File: config.mk
export PLATFORM = sky130hd
export DESIGN_NAME = pit_sync_bank
export DESIGN_NICKNAME = d
export VERILOG_FILES = /design/src/rtl/pit_pkg.sv /design/src/rtl/pit_channel.sv /design/src/rtl/pit_sched.sv /design/src/rtl/pit_sync_bank.sv
export SDC_FILE = /design/constraint.sdc
export NUM_CORES = 1
export LEC_CHECK = 0
export BUFFER_PORTS_ARGS = -buffer_cell sky130_fd_sc_hd__buf_2
export CORE_MARGIN = 3
export CORE_UTILIZATION = 55
export DETAILED_ROUTE_END_ITERATION = 16
export PLACE_DENSITY_LB_ADDON = 0.2
export SYNTH_ARGS = -nofsm -noshare
export SYNTH_HDL_FRONTEND = slang
export SYNTH_SLANG_ARGS = --single-unit
File: constraint.sdc
create_clock -name clk -period 3.3 [get_ports clk]
set_input_delay 0.495 -clock clk [delete_from_list [all_inputs] [get_ports clk]]
set_output_delay 0.495 -clock clk [all_outputs]
set_load 0.02 [all_outputs]
File: src/rtl/pit_pkg.sv
package pit_pkg;
  localparam int REG_CTRL     = 0;
  localparam int REG_SYNC     = 1;
  localparam int REG_CMD      = 2;
  localparam int REG_FLAG     = 3;
  localparam int REG_PER_BASE = 4;
endpackage

File: src/rtl/pit_channel.sv
module pit_channel #(
  parameter int CW = 24
) (
  input  logic          clk,
  input  logic          rst,
  input  logic          run,
  input  logic          load,
  input  logic          clr,
  input  logic [CW-1:0] period,
  output logic          trig,
  output logic          flag
);
  logic [CW-1:0] cnt;
  logic          expire;

  assign expire = run && !load && (cnt == '0);

  always_ff @(posedge clk) begin
    if (rst) begin
      cnt  <= '0;
      trig <= 1'b0;
      flag <= 1'b0;
    end else begin
      if (!run || load || cnt == '0) cnt <= period;
      else                           cnt <= cnt - 1'b1;
      trig <= expire;
      if (expire)   flag <= 1'b1;
      else if (clr) flag <= 1'b0;
    end
  end

  AST_TRIG_SETS_FLAG: assert property (@(posedge clk) disable iff (rst)
    trig |-> flag);
  AST_STOPPED_QUIET: assert property (@(posedge clk) disable iff (rst)
    !run |=> !trig);
  AST_LOAD_NO_PULSE: assert property (@(posedge clk) disable iff (rst)
    load |=> !trig);
  AST_RELOAD_VALUE: assert property (@(posedge clk) disable iff (rst)
    trig |-> (cnt == $past(period)));
endmodule

File: src/rtl/pit_sched.sv
module pit_sched #(
  parameter int NSLOT = 3,
  parameter int DW    = 16
) (
  input  logic                       clk,
  input  logic                       rst,
  input  logic                       start,
  input  logic                       sw,
  input  logic [NSLOT-1:0]           slot_en,
  input  logic [NSLOT-1:0][DW-1:0]   delay,
  output logic                       conv
);
  logic [DW-1:0]    tcnt;
  logic [NSLOT-1:0] pend;
  logic [NSLOT-1:0] hit;

  always_comb begin
    for (int k = 0; k < NSLOT; k++)
      hit[k] = pend[k] && !start && (tcnt == delay[k]);
  end

  always_ff @(posedge clk) begin
    if (rst) begin
      tcnt <= '0;
      pend <= '0;
      conv <= 1'b0;
    end else begin
      if (start) begin
        tcnt <= '0;
        pend <= slot_en;
      end else begin
        pend <= pend & ~hit;
        if (|pend) tcnt <= tcnt + 1'b1;
      end
      conv <= (|hit) || sw;
    end
  end

  AST_PEND_SHRINKS: assert property (@(posedge clk) disable iff (rst)
    !start |=> ($countones(pend) <= $countones($past(pend))));
  AST_IDLE_NO_CONV: assert property (@(posedge clk) disable iff (rst)
    (pend == '0 && !sw) |=> !conv);
endmodule

File: src/rtl/pit_sync_bank.sv
module pit_sync_bank #(
  parameter int NCH   = 8,
  parameter int CW    = 24,
  parameter int NSRC  = 3,
  parameter int NSLOT = 3,
  parameter int DW    = 16,
  parameter int AW    = 4
) (
  input  logic           clk,
  input  logic           rst,
  input  logic           bus_we,
  input  logic [AW-1:0]  bus_addr,
  input  logic [CW-1:0]  bus_wdata,
  output logic [CW-1:0]  bus_rdata,
  input  logic [NSRC-1:0] sync_in,
  output logic [NCH-1:0] trig_out,
  output logic           conv_trig,
  output logic           irq
);
  import pit_pkg::*;

  localparam int SELW     = $clog2(NSRC + 1);
  localparam int SLOT_LSB = SELW;
  localparam int RM_LSB   = SELW + NSLOT;
  localparam int DLY_BASE = REG_PER_BASE + NCH;

  logic [NCH-1:0]             run_q, ie_q, rmask_q;
  logic [SELW-1:0]            sel_q;
  logic [NSLOT-1:0]           slot_en_q;
  logic [NCH-1:0][CW-1:0]     per_q;
  logic [NSLOT-1:0][DW-1:0]   dly_q;
  logic [NSRC-1:0]            sync_q;
  logic [NCH-1:0]             flags, ld_vec, clr_vec;
  logic                       sync_evt, wr_cmd, sw_conv;
  logic [CW-1:0]              rd_next;

  always_comb begin
    sync_evt = 1'b0;
    for (int s = 0; s < NSRC; s++)
      if (sel_q == SELW'(s) && sync_in[s] && !sync_q[s]) sync_evt = 1'b1;
  end

  assign wr_cmd  = bus_we && (bus_addr == AW'(REG_CMD));
  assign sw_conv = wr_cmd && bus_wdata[NCH];
  assign ld_vec  = (wr_cmd ? bus_wdata[NCH-1:0] : '0) | (sync_evt ? rmask_q : '0);
  assign clr_vec = (bus_we && bus_addr == AW'(REG_FLAG)) ? bus_wdata[NCH-1:0] : '0;

  always_comb begin
    rd_next = '0;
    if (bus_addr == AW'(REG_CTRL)) rd_next = CW'({ie_q, run_q});
    if (bus_addr == AW'(REG_SYNC)) rd_next = CW'({rmask_q, slot_en_q, sel_q});
    if (bus_addr == AW'(REG_FLAG)) rd_next = CW'(flags);
    for (int i = 0; i < NCH; i++)
      if (bus_addr == AW'(REG_PER_BASE + i)) rd_next = per_q[i];
    for (int j = 0; j < NSLOT; j++)
      if (bus_addr == AW'(DLY_BASE + j)) rd_next = CW'(dly_q[j]);
  end

  always_ff @(posedge clk) begin
    if (rst) begin
      run_q     <= '0;
      ie_q      <= '0;
      rmask_q   <= '0;
      sel_q     <= SELW'(NSRC);
      slot_en_q <= '0;
      per_q     <= '0;
      dly_q     <= '0;
      sync_q    <= '0;
      irq       <= 1'b0;
      bus_rdata <= '0;
    end else begin
      sync_q    <= sync_in;
      irq       <= |(flags & ie_q);
      bus_rdata <= rd_next;
      if (bus_we) begin
        if (bus_addr == AW'(REG_CTRL)) {ie_q, run_q} <= bus_wdata[2*NCH-1:0];
        if (bus_addr == AW'(REG_SYNC)) begin
          sel_q     <= bus_wdata[SELW-1:0];
          slot_en_q <= bus_wdata[SLOT_LSB +: NSLOT];
          rmask_q   <= bus_wdata[RM_LSB +: NCH];
        end
        for (int i = 0; i < NCH; i++)
          if (bus_addr == AW'(REG_PER_BASE + i)) per_q[i] <= bus_wdata;
        for (int j = 0; j < NSLOT; j++)
          if (bus_addr == AW'(DLY_BASE + j)) dly_q[j] <= bus_wdata[DW-1:0];
      end
    end
  end

  for (genvar g = 0; g < NCH; g++) begin : g_ch
    pit_channel #(.CW(CW)) u_ch (
      .clk    (clk),
      .rst    (rst),
      .run    (run_q[g]),
      .load   (ld_vec[g]),
      .clr    (clr_vec[g]),
      .period (per_q[g]),
      .trig   (trig_out[g]),
      .flag   (flags[g])
    );
  end

  pit_sched #(.NSLOT(NSLOT), .DW(DW)) u_sched (
    .clk     (clk),
    .rst     (rst),
    .start   (sync_evt),
    .sw      (sw_conv),
    .slot_en (slot_en_q),
    .delay   (dly_q),
    .conv    (conv_trig)
  );

  AST_IRQ_NEEDS_ENABLE: assert property (@(posedge clk) disable iff (rst)
    (ie_q == '0) |=> !irq);
  AST_SYNC_OFF_NO_RELOAD: assert property (@(posedge clk) disable iff (rst)
    (sel_q == SELW'(NSRC)) |-> !sync_evt);
endmodule

==> results of run 1 <==
-- power by group through the flow --
stage               logic, W  clock network [W]  registers, W
finish               0.00134            0.00675       0.00651
global route         0.00142            0.00704       0.00651
CTS                  0.00130            0.00678       0.00651
floorplan           0.000860                  0       0.00662
detailed placement   0.00129                  0       0.00665
global placement     0.00127                  0       0.00665
-- stage by stage --
| stage | setup slack [ns] | hold slack (ns) | cell area, um2 | utilization, % | std cells |
|---|---|---|---|---|---|
| floorplan | 0.989 | 0.427 | 24600 | - | 3108 |
| global placement | 0.382 | 0.447 | 25400 | 58.2 | 3599 |
| detailed placement | 0.319 | 0.458 | 25400 | 58.2 | 3599 |
| CTS | 0.625 | 0.118 | 27300 | 62.6 | 3698 |
| global route | 0.380 | 0.140 | 27300 | 62.6 | 3698 |
| finish | 0.575 | 0.149 | 27300 | 62.7 | 3699 |
-- routing by layer --
metal | routed length (um) | vias to the layer above | track usage (%)
li1 | - | 10700 | -
met1 | 35600 | 11000 | 49.4
met2 | 37100 | 1207 | 53.6
met3 | 9480 | 222 | 7.68
met4 | 3920 | 6 | 15.0
met5 | 41 | - | 0
-- how the worst min path moves through the flow --
stage          slack, ns                 from                   to
2_1_floorplan       0.43  g_ch[2].u_ch.cnt[0]  g_ch[2].u_ch.cnt[0]
3_3_place_gp        0.45  g_ch[1].u_ch.cnt[0]  g_ch[1].u_ch.cnt[0]
3_5_place_dp        0.46  g_ch[1].u_ch.cnt[0]  g_ch[1].u_ch.cnt[0]
4_1_cts             0.12           sync_in[0]            sync_q[0]
5_1_grt             0.14           sync_in[1]            sync_q[1]
6_report            0.15           sync_in[0]            sync_q[0]
-- layout make-up --
type / count / area [um2]
diodes: 1 / 2.50
clock buffers: 68 / 1480
clock inverters: 31 / 470
fillers: 3770 / 16300
inverters: 37 / 139
multi-input cells: 2296 / 13000
flip-flops and latches: 525 / 10500
well taps: 585 / 732
repair buffers: 156 / 1040
-- registers in the layout, summed over array words and instances (netlist names) --
register and flops:
g_ch.u_ch.cnt 192, per_q 192, dly_q 48, bus_rdata 24, u_sched.tcnt 16, g_ch.u_ch.flag 8, g_ch.u_ch.trig 8, ie_q 8
rmask_q 8, run_q 8, slot_en_q 3, sync_q 3, u_sched.pend 3, sel_q 2, irq 1, u_sched.conv 1
-- critical path: stages (launching register included) --
cell and delay, ns:
dfxtp_1 0.34, nor3_1 0.46, nand4_1 0.23, or4b_2 0.70, nor2b_2 0.29, buf_4 0.27, a211oi_1 0.31
-- cell families (layout without fill, tap and decap cells) --
family	after synthesis	count (layout)
xor+xnor	221	221
flops	525	525
compound gates	721	721
buf+inv	287	292
mux	68	68
fa+ha+maj	17	17
simple gates	1269	1269
other cells	0	1
-- layout by cell type (no fill, tap or decap), types with 11 or more instances in the layout --
| master | netlist | routed |
|---|---|---|
| a211oi_1 | 165 | 165 |
| a21oi_1 | 321 | 321 |
| a221oi_1 | 15 | 15 |
| a22oi_1 | 13 | 13 |
| a311oi_1 | 17 | 17 |
| a31o_2 | 12 | 12 |
| and2_1 | 14 | 14 |
| and3_1 | 14 | 14 |
| buf_2 | 13 | 64 |
| buf_4 | 8 | 89 |
| bufinv_16 | 0 | 11 |
| clkbuf_16 | 0 | 54 |
| clkinv_2 | 0 | 11 |
| dfxtp_1 | 525 | 525 |
| ha_1 | 17 | 17 |
| inv_1 | 36 | 36 |
| mux2_2 | 11 | 11 |
| mux2i_1 | 57 | 57 |
| nand2_1 | 618 | 618 |
| nand2b_1 | 20 | 20 |
| nand3_1 | 30 | 30 |
| nand4_1 | 16 | 16 |
| nor2_1 | 344 | 344 |
| nor2b_1 | 25 | 20 |
| nor3_1 | 55 | 55 |
| nor4_1 | 47 | 47 |
| o21ai_0 | 76 | 76 |
| o221ai_1 | 13 | 13 |
| o22ai_1 | 16 | 16 |
| o31ai_1 | 16 | 16 |
| or3_1 | 16 | 16 |
| or4_1 | 29 | 29 |
| xnor2_1 | 103 | 103 |
| xor2_1 | 118 | 118 |
==> key figures, run 1 <==
Logic synthesis
  • Simple-Gate Fraction of Synth Area: 22.7%
  • Synthesis-stage register bit count: 525
  • Yosys top cell area share: 42.7%
  • Distinct cells, synth: 67
  • Synth area leaders: dfxtp_1 43%, nand2_1 9.4%, a21oi_1 6.5%
  • Post-Synth Adder-Cell Area: 0.864%
  • Syn Area/Cell: 7.92 um2
  • Synth Instances: 3108
  • Area leader, netlist: dfxtp_1
  • Post-synthesis instance area: 24600 um2
  • Ys flop type: dfxtp_1
  • Asr flop ratio synth: 0%
  • Synth warnings: 0
  • Sequential area share after synthesis: 42.7%
  • Main combinational cell family by area after synthesis: simple AND/OR/NAND/NOR gates
  • Most frequent cells after synthesis: 618 x nand2_1, 525 x dfxtp_1, 344 x nor2_1
  • Post-synthesis net count: 3159
  • Xor/xnor cell area share of the yosys netlist: 7.87%
  • Post-synthesis compound-gate area fraction: 18.4%
  • Dominant cell by count in the synthesized netlist: nand2_1
  • Mux contribution to synthesized area: 2.82%
  • Post-synth EDFFs: 0

Clock network
  • Hold bufs inserted after CTS: 0
  • CTS tree: yes
  • Clock Sink Count: 525
  • Reg clk slew, reported paths: 0.06 ns
  • Worst skew pair latency: 0.62 ns
  • CTS resizes: 0
  • Clock buffer depth: 3
  • TritonCTS Buffers: 54
  • Root Buffer: clkbuf_16
  • Post-CTS setup buffers: 0
  • CTS H-tree lvls: 2

Routing
  • Initial drt markers: 2801
  • Post-Route WL: 86100 um
  • WL per Instance: 23.3 um
  • Final ANT Viol Nets: 0
  • Drc violations: 0
  • 1st-pass router iterations: 6
  • DR vias/cell: 6.25
  • Via count: 23100

Job
  • Max-cap violations: 0

Power
  • Comb pwr share: 9.1%
  • Switch Pwr: 0.00369 W
  • Power share of the clock group: 46.3%
  • Net Sw Frac: 25.2%
  • Power Density: 534 nW/um2
  • Total internal power: 0.0109 W
  • Peak supply drop: 0.451 mV
  • Sequential share of power: 44.6%
  • Tot Pwr: 0.0146 W
  • Lkg Pwr: 10.5 nW

Floorplan
  • Die Y: 218 um
  • Row Count: 76
  • Overall die width: 218 um
  • Number of top-level pins: 68
  • Core area: 43600 um2
  • Starting Density: 56.4%
  • Full die area: 47300 um2

Worst setup path
  • R2r worst-path depth: 6
  • CP Class: reg2reg
  • Worst Setup Start Kind: register
  • Max Fanout on Critical Path: 32
  • Worst path required time: 3.79 ns
  • RR Endpoint: g_ch[0].u_ch.cnt[13]
  • CP startpoint: g_ch[0].u_ch.cnt[2]
  • Critical Path End Type: register
  • Reg2reg setup slack: 0.58 ns
  • Critical path endpoint: g_ch[0].u_ch.cnt[13]
  • RR Startpoint: g_ch[0].u_ch.cnt[2]
  • Critical path arrival: 3.21 ns

GRT
  • Largest net degree at the start of global routing: 127
  • Initial antenna violation count: 3
  • Total gr overflow: 0
  • First-pass GRT wire length: 130000 um
  • Vias in the first global route: 21600
  • Overall routing resource usage: 35.5%

Run status
  • Status: finished clean

Placed design
  • Final GP Congestion: 1.01
  • PortBufs: 67
  • DP HPWL: 60400 um

Hold path
  • Class of the worst hold path: in2reg
  • Hold Path Cell Cnt: 2

Timing
  • Least-Margin Pin Slew: 1.17 ns
  • Final number of setup-violating endpoints: 0
  • RSZ-0062 raised after global routing: no
  • Slew HR: 21.8%
  • Skew final: 0.0245 ns
  • Fmax achieved: 367 MHz
  • Setup TNS: 0 ns
  • Final period util: 82.6%
  • Period minus WS final: 2.72 ns
  • Final Hold Fails: 0
  • Max-slew violation count: 0

Final layout
  • Layout area overhead: 11.1%
  • Share of layout cells above drive strength 1: 9.70%
  • Nets: 3121
(Power assumes the default switching activity.)
==> run 2: changes to the inputs <==
--- a/config.mk
+++ b/config.mk
@@ -5,6 +5,7 @@
 export SDC_FILE = /design/constraint.sdc
 export NUM_CORES = 1
 export LEC_CHECK = 0
+export ABC_AREA = 1
 export BUFFER_PORTS_ARGS = -buffer_cell sky130_fd_sc_hd__buf_2
 export CORE_MARGIN = 3
 export CORE_UTILIZATION = 55
==> constraint.sdc (replaced) <==
create_clock -name clk -period 2.2 [get_ports clk]
set_input_delay 0.33 -clock clk [delete_from_list [all_inputs] [get_ports clk]]
set_output_delay 0.33 -clock clk [all_outputs]
set_load 0.02 [all_outputs]
==> run 2 against run 1 <==
Utilization increased by 0.94 points; sequential share of layout area down 1.5 points; power rose by 52%; count of clock-buffer cells in the layout up 11; first-iteration DRC count increased by 3.3%; routed wire length increased by 3.2%; clock power is 42% higher; critical path type is now in2reg; largest cell class unchanged.
==> key figures, run 2 <==
Run status
  • Status: finished clean

GRT
  • Overall routing resource usage: 36.0%
  • Total gr overflow: 0
  • Initial antenna violation count: 3
  • Vias in the first global route: 23000
  • Largest net degree at the start of global routing: 117
  • First-pass GRT wire length: 135000 um

Power
  • Tot Pwr: 0.0222 W
  • Lkg Pwr: 12.1 nW
  • Sequential share of power: 44.4%
  • Peak supply drop: 0.618 mV
  • Power Density: 781 nW/um2
  • Net Sw Frac: 27.0%
  • Total internal power: 0.0162 W
  • Power share of the clock group: 43.0%
  • Comb pwr share: 12.6%
  • Switch Pwr: 0.00601 W

Worst setup path
  • Worst path required time: 2.71 ns
  • Max Fanout on Critical Path: 11
  • Reg2reg setup slack: 0.14 ns
  • RR Startpoint: g_ch[7].u_ch.cnt[16]
  • Worst Setup Start Kind: input port
  • CP Class: in2reg
  • RR Endpoint: g_ch[7].u_ch.cnt[4]
  • R2r worst-path depth: 9
  • Critical Path End Type: register
  • Critical path arrival: 2.62 ns
  • CP startpoint: bus_addr[1]
  • Critical path endpoint: bus_rdata[12]

Floorplan
  • Full die area: 48600 um2
  • Die Y: 221 um
  • Row Count: 77
  • Overall die width: 221 um
  • Core area: 44800 um2
  • Number of top-level pins: 68
  • Starting Density: 56.5%

Logic synthesis
  • Synth area leaders: dfxtp_1 42%, o21ai_0 9.3%, a21oi_1 9.2%
  • Syn Area/Cell: 7.03 um2
  • Asr flop ratio synth: 0%
  • Ys flop type: dfxtp_1
  • Most frequent cells after synthesis: 525 x dfxtp_1, 519 x nand2_1, 468 x o21ai_0
  • Post-synth EDFFs: 0
  • Synth Instances: 3603
  • Post-synthesis instance area: 25300 um2
  • Synthesis-stage register bit count: 525
  • Area leader, netlist: dfxtp_1
  • Dominant cell by count in the synthesized netlist: dfxtp_1
  • Yosys top cell area share: 41.5%
  • Post-synthesis net count: 3654
  • Synth warnings: 0
  • Distinct cells, synth: 55
  • Sequential area share after synthesis: 41.5%

Clock network
  • TritonCTS Buffers: 55
  • Clock Sink Count: 525
  • Reg clk slew, reported paths: 0.06 ns
  • Root Buffer: clkbuf_16
  • CTS H-tree lvls: 2
  • Worst skew pair latency: 0.62 ns
  • Clock buffer depth: 3
  • CTS tree: yes

Timing
  • Final number of setup-violating endpoints: 0
  • Final period util: 96.1%
  • Period minus WS final: 2.12 ns
  • Skew final: 0.0227 ns
  • Least-Margin Pin Slew: 0.684 ns
  • RSZ-0062 raised after global routing: no
  • Slew HR: 54.0%
  • Final hold slack: 0.138 ns
  • Max-slew violation count: 0
  • Fmax achieved: 473 MHz
  • Final Hold Fails: 0
  • Final worst slack: 0.0850 ns

Placed design
  • Pre-CTS setup slack: -0.400 ns
  • Final GP Congestion: 0.975
  • PortBufs: 67
  • DP HPWL: 64300 um

Final layout
  • Layout area overhead: 12.5%
  • Commonest non-fill, non-tap cell in the layout: dfxtp_1
  • Nets: 3701
  • Regs by FF count: g_ch.u_ch.cnt x192, per_q x192, dly_q x48
  • Share of layout cells above drive strength 1: 9.57%
  • Layout Utilization: 63.6%
  • Leading cell types in the layout, fill and taps excluded: 523 x dfxtp_1, 518 x nand2_1, 467 x a21oi_1, 465 x o21ai_0, 447 x nor2_1

Hold path
  • Class of the worst hold path: in2reg

Routing
  • Post-Route WL: 88900 um
  • WL per Instance: 20.8 um
  • 1st-pass router iterations: 6
  • Initial drt markers: 2893
  • Via count: 25000
  • Drc violations: 0
  • Final ANT Viol Nets: 0
  • DR vias/cell: 5.83

Job
  • Max-cap violations: 0
## run 2: cell count changes after synthesis, moves of 26 or more
cell	change
clkbuf_1	-77
nand4_1	+50
nor4_1	-26
nand3_1	+101
buf_2	+31
inv_1	+352
or4_1	-29
mux2i_1	-57
nor2_1	+105
xnor2_1	-35
a21oi_1	+146
nand2_1	-99
a211oi_1	-163
o21ai_0	+392
## run 2: cell type report
type | instances | area (um2)
inverters | 403 | 1520
clock buffers | 79 | 1600
flip-flops and latches | 525 | 10500
clock inverters | 17 | 234
fillers | 4111 | 16300
diodes | 2 | 5.00
repair buffers | 195 | 1490
well taps | 592 | 741
multi-input cells | 2470 | 12400
## run 2: power groups by stage
stage	clock, W	combinational [W]	sequential [W]
after floorplan	0	0.00185	0.0100
after global placement	0	0.00267	0.0101
after detailed placement	0	0.00271	0.0101
after CTS	0.00961	0.00274	0.00987
after global routing	0.0100	0.00307	0.00989
final	0.00956	0.00281	0.00987
## run 2: timing repair
item / 4_1_cts / 5_1_grt
resized for setup: 1 / 10
setup buffers: 0 / 4
pin swaps: 0 / 2
endpoints found under the setup margin: 1 / 44
hold buffers: 3 / 0
gates cloned: 0 / 1
endpoints found under the hold margin: 3 / 0
## run 2: worst min path at each step
stage                                    from                  end  cells after the start
after floorplan           g_ch[2].u_ch.cnt[0]  g_ch[2].u_ch.cnt[0]                      1
after global placement    g_ch[2].u_ch.cnt[0]  g_ch[2].u_ch.cnt[0]                      1
after detailed placement  g_ch[2].u_ch.cnt[0]  g_ch[2].u_ch.cnt[0]                      1
after CTS                       bus_wdata[21]            per_q[69]                      3
after global routing            bus_wdata[19]            per_q[43]                      3
final                           bus_wdata[21]            per_q[69]                      3
## run 2: stage by stage
step	instances	area (um2)	TNS [ns]
detailed placement	4177	26600	-2.62
CTS	4276	28400	0
global placement	4177	26600	-2.75
global route	4282	28500	0
floorplan	3603	25300	0
finish	4283	28500	0
## run 2: layer usage
metal | GRT usage, % | wire (um)
met2 | 54.5 | 38000
met3 | 7.77 | 9050
met5 | 0 | 24
met1 | 50.8 | 38200
met4 | 13.2 | 3620
## run 2: cells by family (layout without fill, tap and decap cells)
| logic type | count (synthesis) | in the layout | synth area share, % |
|---|---|---|---|
| compound gates | 995 | 995 | 20.3 |
| xor+xnor | 165 | 165 | 5.71 |
| other cells | 0 | 2 | 0 |
| simple gates | 1292 | 1293 | 21.9 |
| buf+inv | 609 | 694 | 9.72 |
| flops | 525 | 525 | 41.5 |
| fa+ha+maj | 17 | 17 | 0.840 |
## run 2: worst max-delay path, stage by stage
cell and delay, ns:
buf_2 0.18, nor2_1 0.09, buf_4 0.20, nand2_1 0.14, clkinv_1 0.26, nand2_1 0.13, nand3_1 0.08, nor2_1 0.29
nand4_1 0.36, nand2_1 0.23, nand4_1 0.15, nor2_1 0.13, nor2_1 0.05
